--- src/rtl/cardseq_pkg.sv ---
package cardseq_pkg;
  typedef enum logic [1:0] {
    ST_IDLE = 2'd0,
    ST_RAMP = 2'd1,
    ST_LIVE = 2'd2,
    ST_DOWN = 2'd3
  } seqState_t;

  typedef struct packed {
    logic cntClear;
    logic cntRun;
  } seqStrobe_t;
endpackage

--- src/rtl/cardseq_timer.sv ---
module cardseq_timer
  import cardseq_pkg::*;
#(
  parameter int TICK_CYC = 64,
  parameter int HOLD_CYC = 25600,
  localparam int CNT_W = $clog2(8 * TICK_CYC + 1),
  localparam int HOLD_W = $clog2(HOLD_CYC + 1)
) (
  input  logic             clk,
  input  logic             rstN,
  input  seqStrobe_t       strobe,
  input  logic             supplyAlarm,
  input  logic             presN,
  input  logic             pres,
  output logic [CNT_W-1:0] cnt,
  output logic             inhibit,
  output logic             presChange,
  output logic             cardPresent
);
  logic [HOLD_W-1:0] holdCnt;
  logic presNPrev;
  logic presPrev;

  // elapsed cycles within the current ramp or teardown
  always_ff @(posedge clk or negedge rstN) begin
    if (!rstN) cnt <= '0;
    else if (strobe.cntClear) cnt <= '0;
    else if (strobe.cntRun) cnt <= cnt + 1'b1;
  end

  // hold-off after power-up and after every supply alarm
  always_ff @(posedge clk or negedge rstN) begin
    if (!rstN) holdCnt <= HOLD_W'(HOLD_CYC);
    else if (supplyAlarm) holdCnt <= HOLD_W'(HOLD_CYC);
    else if (holdCnt != '0) holdCnt <= holdCnt - 1'b1;
  end

  always_ff @(posedge clk or negedge rstN) begin
    if (!rstN) begin
      presNPrev <= 1'b1;
      presPrev  <= 1'b0;
    end else begin
      presNPrev <= presN;
      presPrev  <= pres;
    end
  end

  assign inhibit     = supplyAlarm || (holdCnt != '0);
  assign presChange  = (presN != presNPrev) || (pres != presPrev);
  assign cardPresent = !presN || pres;
endmodule

--- src/rtl/cardseq_ctrl.sv ---
module cardseq_ctrl
  import cardseq_pkg::*;
#(
  parameter int TICK_CYC = 64,
  localparam int CNT_W = $clog2(8 * TICK_CYC + 1)
) (
  input  logic             clk,
  input  logic             rstN,
  input  logic             sessionN,
  input  logic             rstReq,
  input  logic             supplyAlarm,
  input  logic             overCurrent,
  input  logic             overTemp,
  input  logic [CNT_W-1:0] cnt,
  input  logic             inhibit,
  input  logic             presChange,
  input  logic             cardPresent,
  output seqStrobe_t       strobe,
  output logic             pumpEn,
  output logic             vccEn,
  output logic             ioEn,
  output logic             clkEn,
  output logic             cardRst,
  output logic             faultN
);
  localparam logic [CNT_W-1:0] IO_AT    = CNT_W'(4 * TICK_CYC);
  localparam logic [CNT_W-1:0] LIVE_AT  = CNT_W'(7 * TICK_CYC - 1);
  localparam logic [CNT_W-1:0] CLK_OFF  = CNT_W'(TICK_CYC / 2);
  localparam logic [CNT_W-1:0] IO_OFF   = CNT_W'(TICK_CYC);
  localparam logic [CNT_W-1:0] VCC_OFF  = CNT_W'(3 * TICK_CYC);
  localparam logic [CNT_W-1:0] PUMP_OFF = CNT_W'(5 * TICK_CYC);
  localparam logic [CNT_W-1:0] DONE_AT  = CNT_W'(5 * TICK_CYC - 1);

  seqState_t state;
  logic armed;
  logic reqAtStart;
  logic reachedIo;
  logic reachedClk;
  logic faultLatch;

  logic inSession;
  logic hazard;
  logic abortNow;
  logic startNow;
  logic ioWin;
  logic rampClk;

  assign inSession = (state == ST_RAMP) || (state == ST_LIVE);
  assign hazard    = overCurrent || overTemp || presChange;
  assign abortNow  = inSession && (sessionN || supplyAlarm || hazard);
  assign startNow  = (state == ST_IDLE) && armed && !sessionN && !inhibit;
  assign ioWin     = (cnt >= IO_AT);
  assign rampClk   = ioWin && (!reqAtStart || reachedClk || !rstReq);

  always_comb begin
    strobe.cntClear = startNow || abortNow;
    strobe.cntRun   = (state == ST_RAMP) || (state == ST_DOWN);
  end

  always_comb begin
    pumpEn  = 1'b0;
    vccEn   = 1'b0;
    ioEn    = 1'b0;
    clkEn   = 1'b0;
    cardRst = 1'b0;
    unique case (state)
      ST_RAMP: begin
        pumpEn = 1'b1;
        vccEn  = 1'b1;
        ioEn   = ioWin;
        clkEn  = rampClk;
      end
      ST_LIVE: begin
        pumpEn  = 1'b1;
        vccEn   = 1'b1;
        ioEn    = 1'b1;
        clkEn   = 1'b1;
        cardRst = rstReq;
      end
      ST_DOWN: begin
        pumpEn = (cnt < PUMP_OFF);
        vccEn  = (cnt < VCC_OFF);
        ioEn   = reachedIo && (cnt < IO_OFF);
        clkEn  = reachedClk && (cnt < CLK_OFF);
      end
      default: ;
    endcase
    faultN = faultLatch ? 1'b0 : (sessionN ? cardPresent : 1'b1);
  end

  always_ff @(posedge clk or negedge rstN) begin
    if (!rstN) begin
      state      <= ST_IDLE;
      armed      <= 1'b0;
      reqAtStart <= 1'b0;
      reachedIo  <= 1'b0;
      reachedClk <= 1'b0;
    end else begin
      unique case (state)
        ST_IDLE: begin
          if (sessionN) armed <= 1'b1;
          if (startNow) begin
            state      <= ST_RAMP;
            armed      <= 1'b0;
            reqAtStart <= rstReq;
            reachedIo  <= 1'b0;
            reachedClk <= 1'b0;
          end
        end
        ST_RAMP: begin
          if (ioWin) reachedIo <= 1'b1;
          if (rampClk) reachedClk <= 1'b1;
          if (abortNow) state <= ST_DOWN;
          else if (cnt == LIVE_AT) state <= ST_LIVE;
        end
        ST_LIVE: begin
          reachedIo  <= 1'b1;
          reachedClk <= 1'b1;
          if (abortNow) state <= ST_DOWN;
        end
        ST_DOWN: begin
          if (cnt == DONE_AT) state <= ST_IDLE;
        end
        default: state <= ST_IDLE;
      endcase
    end
  end

  // fault memory: cleared only when the session command is high
  always_ff @(posedge clk or negedge rstN) begin
    if (!rstN) faultLatch <= 1'b0;
    else if (sessionN) faultLatch <= 1'b0;
    else if ((state != ST_IDLE) && hazard) faultLatch <= 1'b1;
  end
endmodule

--- src/rtl/card_contact_sequencer.sv ---
module card_contact_sequencer
  import cardseq_pkg::*;
#(
  parameter int TICK_CYC = 64,
  parameter int HOLD_CYC = 25600
) (
  input  logic clk,
  input  logic rstN,
  input  logic sessionN,
  input  logic rstReq,
  input  logic presN,
  input  logic pres,
  input  logic supplyAlarm,
  input  logic overCurrent,
  input  logic overTemp,
  output logic pumpEn,
  output logic vccEn,
  output logic ioEn,
  output logic clkEn,
  output logic cardRst,
  output logic faultN
);
  localparam int CNT_W = $clog2(8 * TICK_CYC + 1);

  seqStrobe_t strobe;
  logic [CNT_W-1:0] cnt;
  logic inhibit;
  logic presChange;
  logic cardPresent;

  cardseq_timer #(.TICK_CYC(TICK_CYC), .HOLD_CYC(HOLD_CYC)) timer (
    .clk(clk), .rstN(rstN), .strobe(strobe), .supplyAlarm(supplyAlarm),
    .presN(presN), .pres(pres), .cnt(cnt), .inhibit(inhibit),
    .presChange(presChange), .cardPresent(cardPresent)
  );

  cardseq_ctrl #(.TICK_CYC(TICK_CYC)) ctrl (
    .clk(clk), .rstN(rstN), .sessionN(sessionN), .rstReq(rstReq),
    .supplyAlarm(supplyAlarm), .overCurrent(overCurrent), .overTemp(overTemp),
    .cnt(cnt), .inhibit(inhibit), .presChange(presChange),
    .cardPresent(cardPresent), .strobe(strobe), .pumpEn(pumpEn),
    .vccEn(vccEn), .ioEn(ioEn), .clkEn(clkEn), .cardRst(cardRst),
    .faultN(faultN)
  );
endmodule

--- config.mk ---
export PLATFORM = sky130hd
export DESIGN_NAME = card_contact_sequencer
export DESIGN_NICKNAME = d
export VERILOG_FILES = /design/src/rtl/cardseq_pkg.sv /design/src/rtl/cardseq_timer.sv /design/src/rtl/cardseq_ctrl.sv /design/src/rtl/card_contact_sequencer.sv
export SDC_FILE = /design/constraint.sdc
export NUM_CORES = 1
export LEC_CHECK = 0
export BUFFER_PORTS_ARGS = -buffer_cell sky130_fd_sc_hd__buf_2
export CAP_MARGIN = 15
export CORE_MARGIN = 5
export CORE_UTILIZATION = 30
export CTS_BUF_LIST = sky130_fd_sc_hd__clkbuf_8
export CTS_CLUSTER_DIAMETER = 150
export DETAILED_ROUTE_END_ITERATION = 16
export GPL_TIMING_DRIVEN = 0
export PLACE_DENSITY_LB_ADDON = 0.12
export SLEW_MARGIN = 25
export SYNTH_ARGS = -nofsm -noshare
export SYNTH_HDL_FRONTEND = slang
export SYNTH_SLANG_ARGS = --single-unit
--- constraint.sdc ---
create_clock -name clk -period 4.4 [get_ports clk]
set_clock_uncertainty 0.15 [all_clocks]
set_input_delay 0.88 -clock clk [delete_from_list [all_inputs] [get_ports clk]]
set_output_delay 0.88 -clock clk [all_outputs]
set_load 0.05 [all_outputs]
==> summary.txt <==
Clocking
  – H-tree levels: 2
  – Worst-case clock buffer depth: 2
  – CTS sink count: 34
  – Post-CTS Setup Bufs: 0
  – Clock slew at reported path FFs: 0.07 ns
  – Cts hold-fix bufs: 0
  – Clk_lat worst skew: 0.29 ns
  – Post-cts gate resize count: 0
  – CTS tree: built
  – CTS root buf: clkbuf_8
  – Cts bufs inserted: 5

STA
  – RSZ-0062 raised after global routing: false
  – Max Freq: 323 MHz
  – Worst Tran Pin Value: 0.998 ns
  – Final hold viol count: 0
  – Worst slew margin: 0.328
  – Period utilisation layout: 0.704
  – Final setup viols: 0
  – Setup tns final: 0 ns
  – Final Critical Period: 3.10 ns
  – Max Transition Viols Final: 0

Synth
  – Compound-gate portion of the synthesized area: 0.119
  – Post-synth top cells: 31 x nor2_1, 30 x dfrtp_1, 13 x xor2_1
  – Avg Cell Area, Syn: 9.96 sq um
  – Seq cells post-synth: 34
  – Async set-reset flop share out of synthesis: 1.00
  – Top post-synthesis cells by area: dfrtp_1 38%, nor2_1 5.9%, xor2_1 5.7%, dfstp_2 5.3%, ha_1 4.4%
  – Post-synthesis sequential area ratio: 0.432
  – Synth warnings: 0
  – Largest family of logic cells by synthesized area: simple AND/OR/NAND/NOR gates
  – Xor and xnor area share after synthesis: 0.0884
  – Syn Std Cell Area: 0.00198 sq mm
  – Top_reg_cell synth: dfrtp_1
  – Most common cell in the netlist: nor2_1
  – Simple-Gate Fraction of Synth Area: 0.262
  – Top-area cell type share of the netlist area: 0.379
  – Syn Inst Count: 199
  – Post-Syn Nets: 215
  – Cell variety after synth: 49
  – Post-synth EDFFs: 0
  – Post-Synth Adder-Cell Area: 0.0442
  – Largest area contributor in the netlist: dfrtp_1
  – Mux contribution to synthesized area: 0.0208

Floorplanning
  – Std-Cell Core Area: 0.00639 sq mm
  – I/O Pins: 15
  – Height of the die: 91.3 microns
  – Initial core utilization: 0.310
  – Die span in x: 91.3 microns
  – Row count: 29
  – Die area: 0.00833 sq mm

Detailed routing
  – WL final: 4050 microns
  – Iter 0 DRT Violations: 18
  – Drt first pass iters: 4
  – Post-route ant nets: 0
  – Routed via count: 1442
  – Vias/cell: 4.86
  – Routed wire per std cell: 13.6 microns
  – Remaining DRCs: 0

Power and ir drop
  – LEAKAGE: 0.000946 uW
  – Sw frac: 0.458
  – Clk network pwr share: 0.178
  – Power per cell area: 604 mW/mm^2
  – Seq pwr share: 0.320
  – Worst ir drop on vdd: 488 uV
  – Sw power: 619 uW
  – Combinational share of power: 0.502
  – Internal power: 732 uW

Setup path
  – RR Startpoint: ctrl.state[0]
  – R2R setup slack: 2.10 ns
  – Worst path max stage delay: 0.44 ns
  – CP max-delay cell: dfrtp_1
  – Critical path class: reg -> out
  – Cell depth of the worst flop-to-flop path: 7
  – Max Fanout on Critical Path: 10
  – Worst reg2reg endpoint: ctrl.state[1]
  – CP arrival: 2.07 ns
  – Critical Path, Cell by Cell: ha_1 > clkbuf_1 > nand2_1 > nor3_1 > nand3b_1 > a21oi_1 > buf_2
  – CP Launch Type: flop
  – Worst Path Required: 3.37 ns
  – Critical Path End Type: output pin

Min path
  – Hold Path Stages: 2
  – Worst Hold End: ctrl.armed
  – HP Class: reg -> reg
  – Hold Path Origin: ctrl.armed

Placement
  – Routability-driven placement congestion ratio: 0.698
  – Post-DP Area: 0.00214 sq mm
  – HPWL after detailed placement: 2890 microns
  – IO Port Bufs: 13

Final layout
  – Layout cell share with drive strength beyond 1: 0.209
  – Nets: 235
  – Diode count: 0
  – Design area: 0.00223 sq mm
  – Area Overhead vs Synth: 12.8%

Global routing
  – GRT Overall Usage: 0.106
  – Maximum number of pins on one net before global-route repair: 35
  – First-pass GRT wire length: 7290 microns
  – Vias in the first global route: 1507
  – GR Overflow Total: 0
  – Initial antenna violation count: 0

Run
  – MaxCap Viol Count: 0

Outcome
  – Run status: completed
[logic make-up (layout without fill, tap and decap cells)]
group | Yosys count | after routing
simple gates | 89 | 89
mux | 3 | 3
buf+inv | 14 | 35
fa+ha+maj | 7 | 7
flops | 34 | 34
xor+xnor | 20 | 20
compound gates | 32 | 32
[flip-flops by register name (all words and copies together) (netlist names)]
name / flops
ctrl.armed: 1
ctrl.faultLatch: 1
ctrl.reachedClk: 1
ctrl.reachedIo: 1
ctrl.reqAtStart: 1
ctrl.state: 2
timer.cnt: 10
timer.holdCnt: 15
timer.presNPrev: 1
timer.presPrev: 1
[layout by cell type, fill, tap and decap left out, drive strengths merged, types with 2 or more instances in the layout]
cell	instances
dfrtp	30
nand3b	4
nand3	9
nand4b	2
nor3	6
or3	2
a21oi	9
mux2	3
nand4	4
o21ai	5
or2	2
buf	15
ha	7
o31ai	3
a31oi	4
xnor2	7
nor2	31
inv	9
xor2	13
nor4	4
or4	3
o211ai	2
a211oi	2
nand2b	2
dfstp	4
nor3b	2
clkbuf	10
nand2	14
[power by group through the flow]
| stage | clock network, uW | registers (uW) | logic, uW |
|---|---|---|---|
| after floorplan | 0 | 423 | 546 |
| after global placement | 0 | 438 | 687 |
| after detailed placement | 0 | 438 | 687 |
| after CTS | 253 | 433 | 688 |
| after global routing | 268 | 442 | 754 |
| final | 240 | 432 | 679 |
[critical path: cells and delay by family (launching register included)]
family | cells | cell delay [ns]
AND/OR/NAND/NOR | 3 | 0.40
AO/OA/AOI/OAI | 1 | 0.14
adder cells (fa/ha/maj) | 1 | 0.18
flip-flops | 1 | 0.44
buffers and inverters | 2 | 0.62
[area by class of cell]
cell class                 count  area, sq um
tap                           77         96.3
inverter                       8         30.0
clock inverter                 2         8.76
timing repair buffer          13         65.1
clock buffer                   6         82.6
multi-input combinational    151         1060
fill                         674         4150
sequential                    34          856
buffer                         6         37.5
[worst max-delay path by stage]
stage | startpoint | to | slack [ns] | depth (start not counted)
after floorplan | ctrl.state[0] | clkEn | 1.44 | 6
after detailed placement | rstReq | clkEn | 1.58 | 6
final | ctrl.state[0] | clkEn | 1.30 | 7
after CTS | ctrl.state[1] | clkEn | 1.28 | 7
after global placement | rstReq | clkEn | 1.58 | 6
after global routing | ctrl.state[0] | clkEn | 1.01 | 7
[metrics by stage]
| step | std cells | hold WS, ns | setup slack (ns) | utilization | power (uW) |
|---|---|---|---|---|---|
| after CTS | 297 | 0.359 | 1.28 | 0.350 | 1370 |
| final | 297 | 0.357 | 1.30 | 0.350 | 1350 |
| after global routing | 297 | 0.381 | 1.01 | 0.350 | 1460 |
| after global placement | 289 | 0.334 | 1.58 | 0.336 | 1120 |
| after detailed placement | 289 | 0.342 | 1.58 | 0.336 | 1120 |
| after floorplan | 199 | 0.313 | 1.44 | - | 969 |
[per-layer routing]
metal,routed length [microns],vias up,GRT usage
li1,-,740,-
met1,2050,683,0.144
met2,1800,12,0.159
met3,119,7,0.0281
met4,77,0,0.0465
met5,0,-,0
Note: power is estimated with default switching activity, not from simulation.
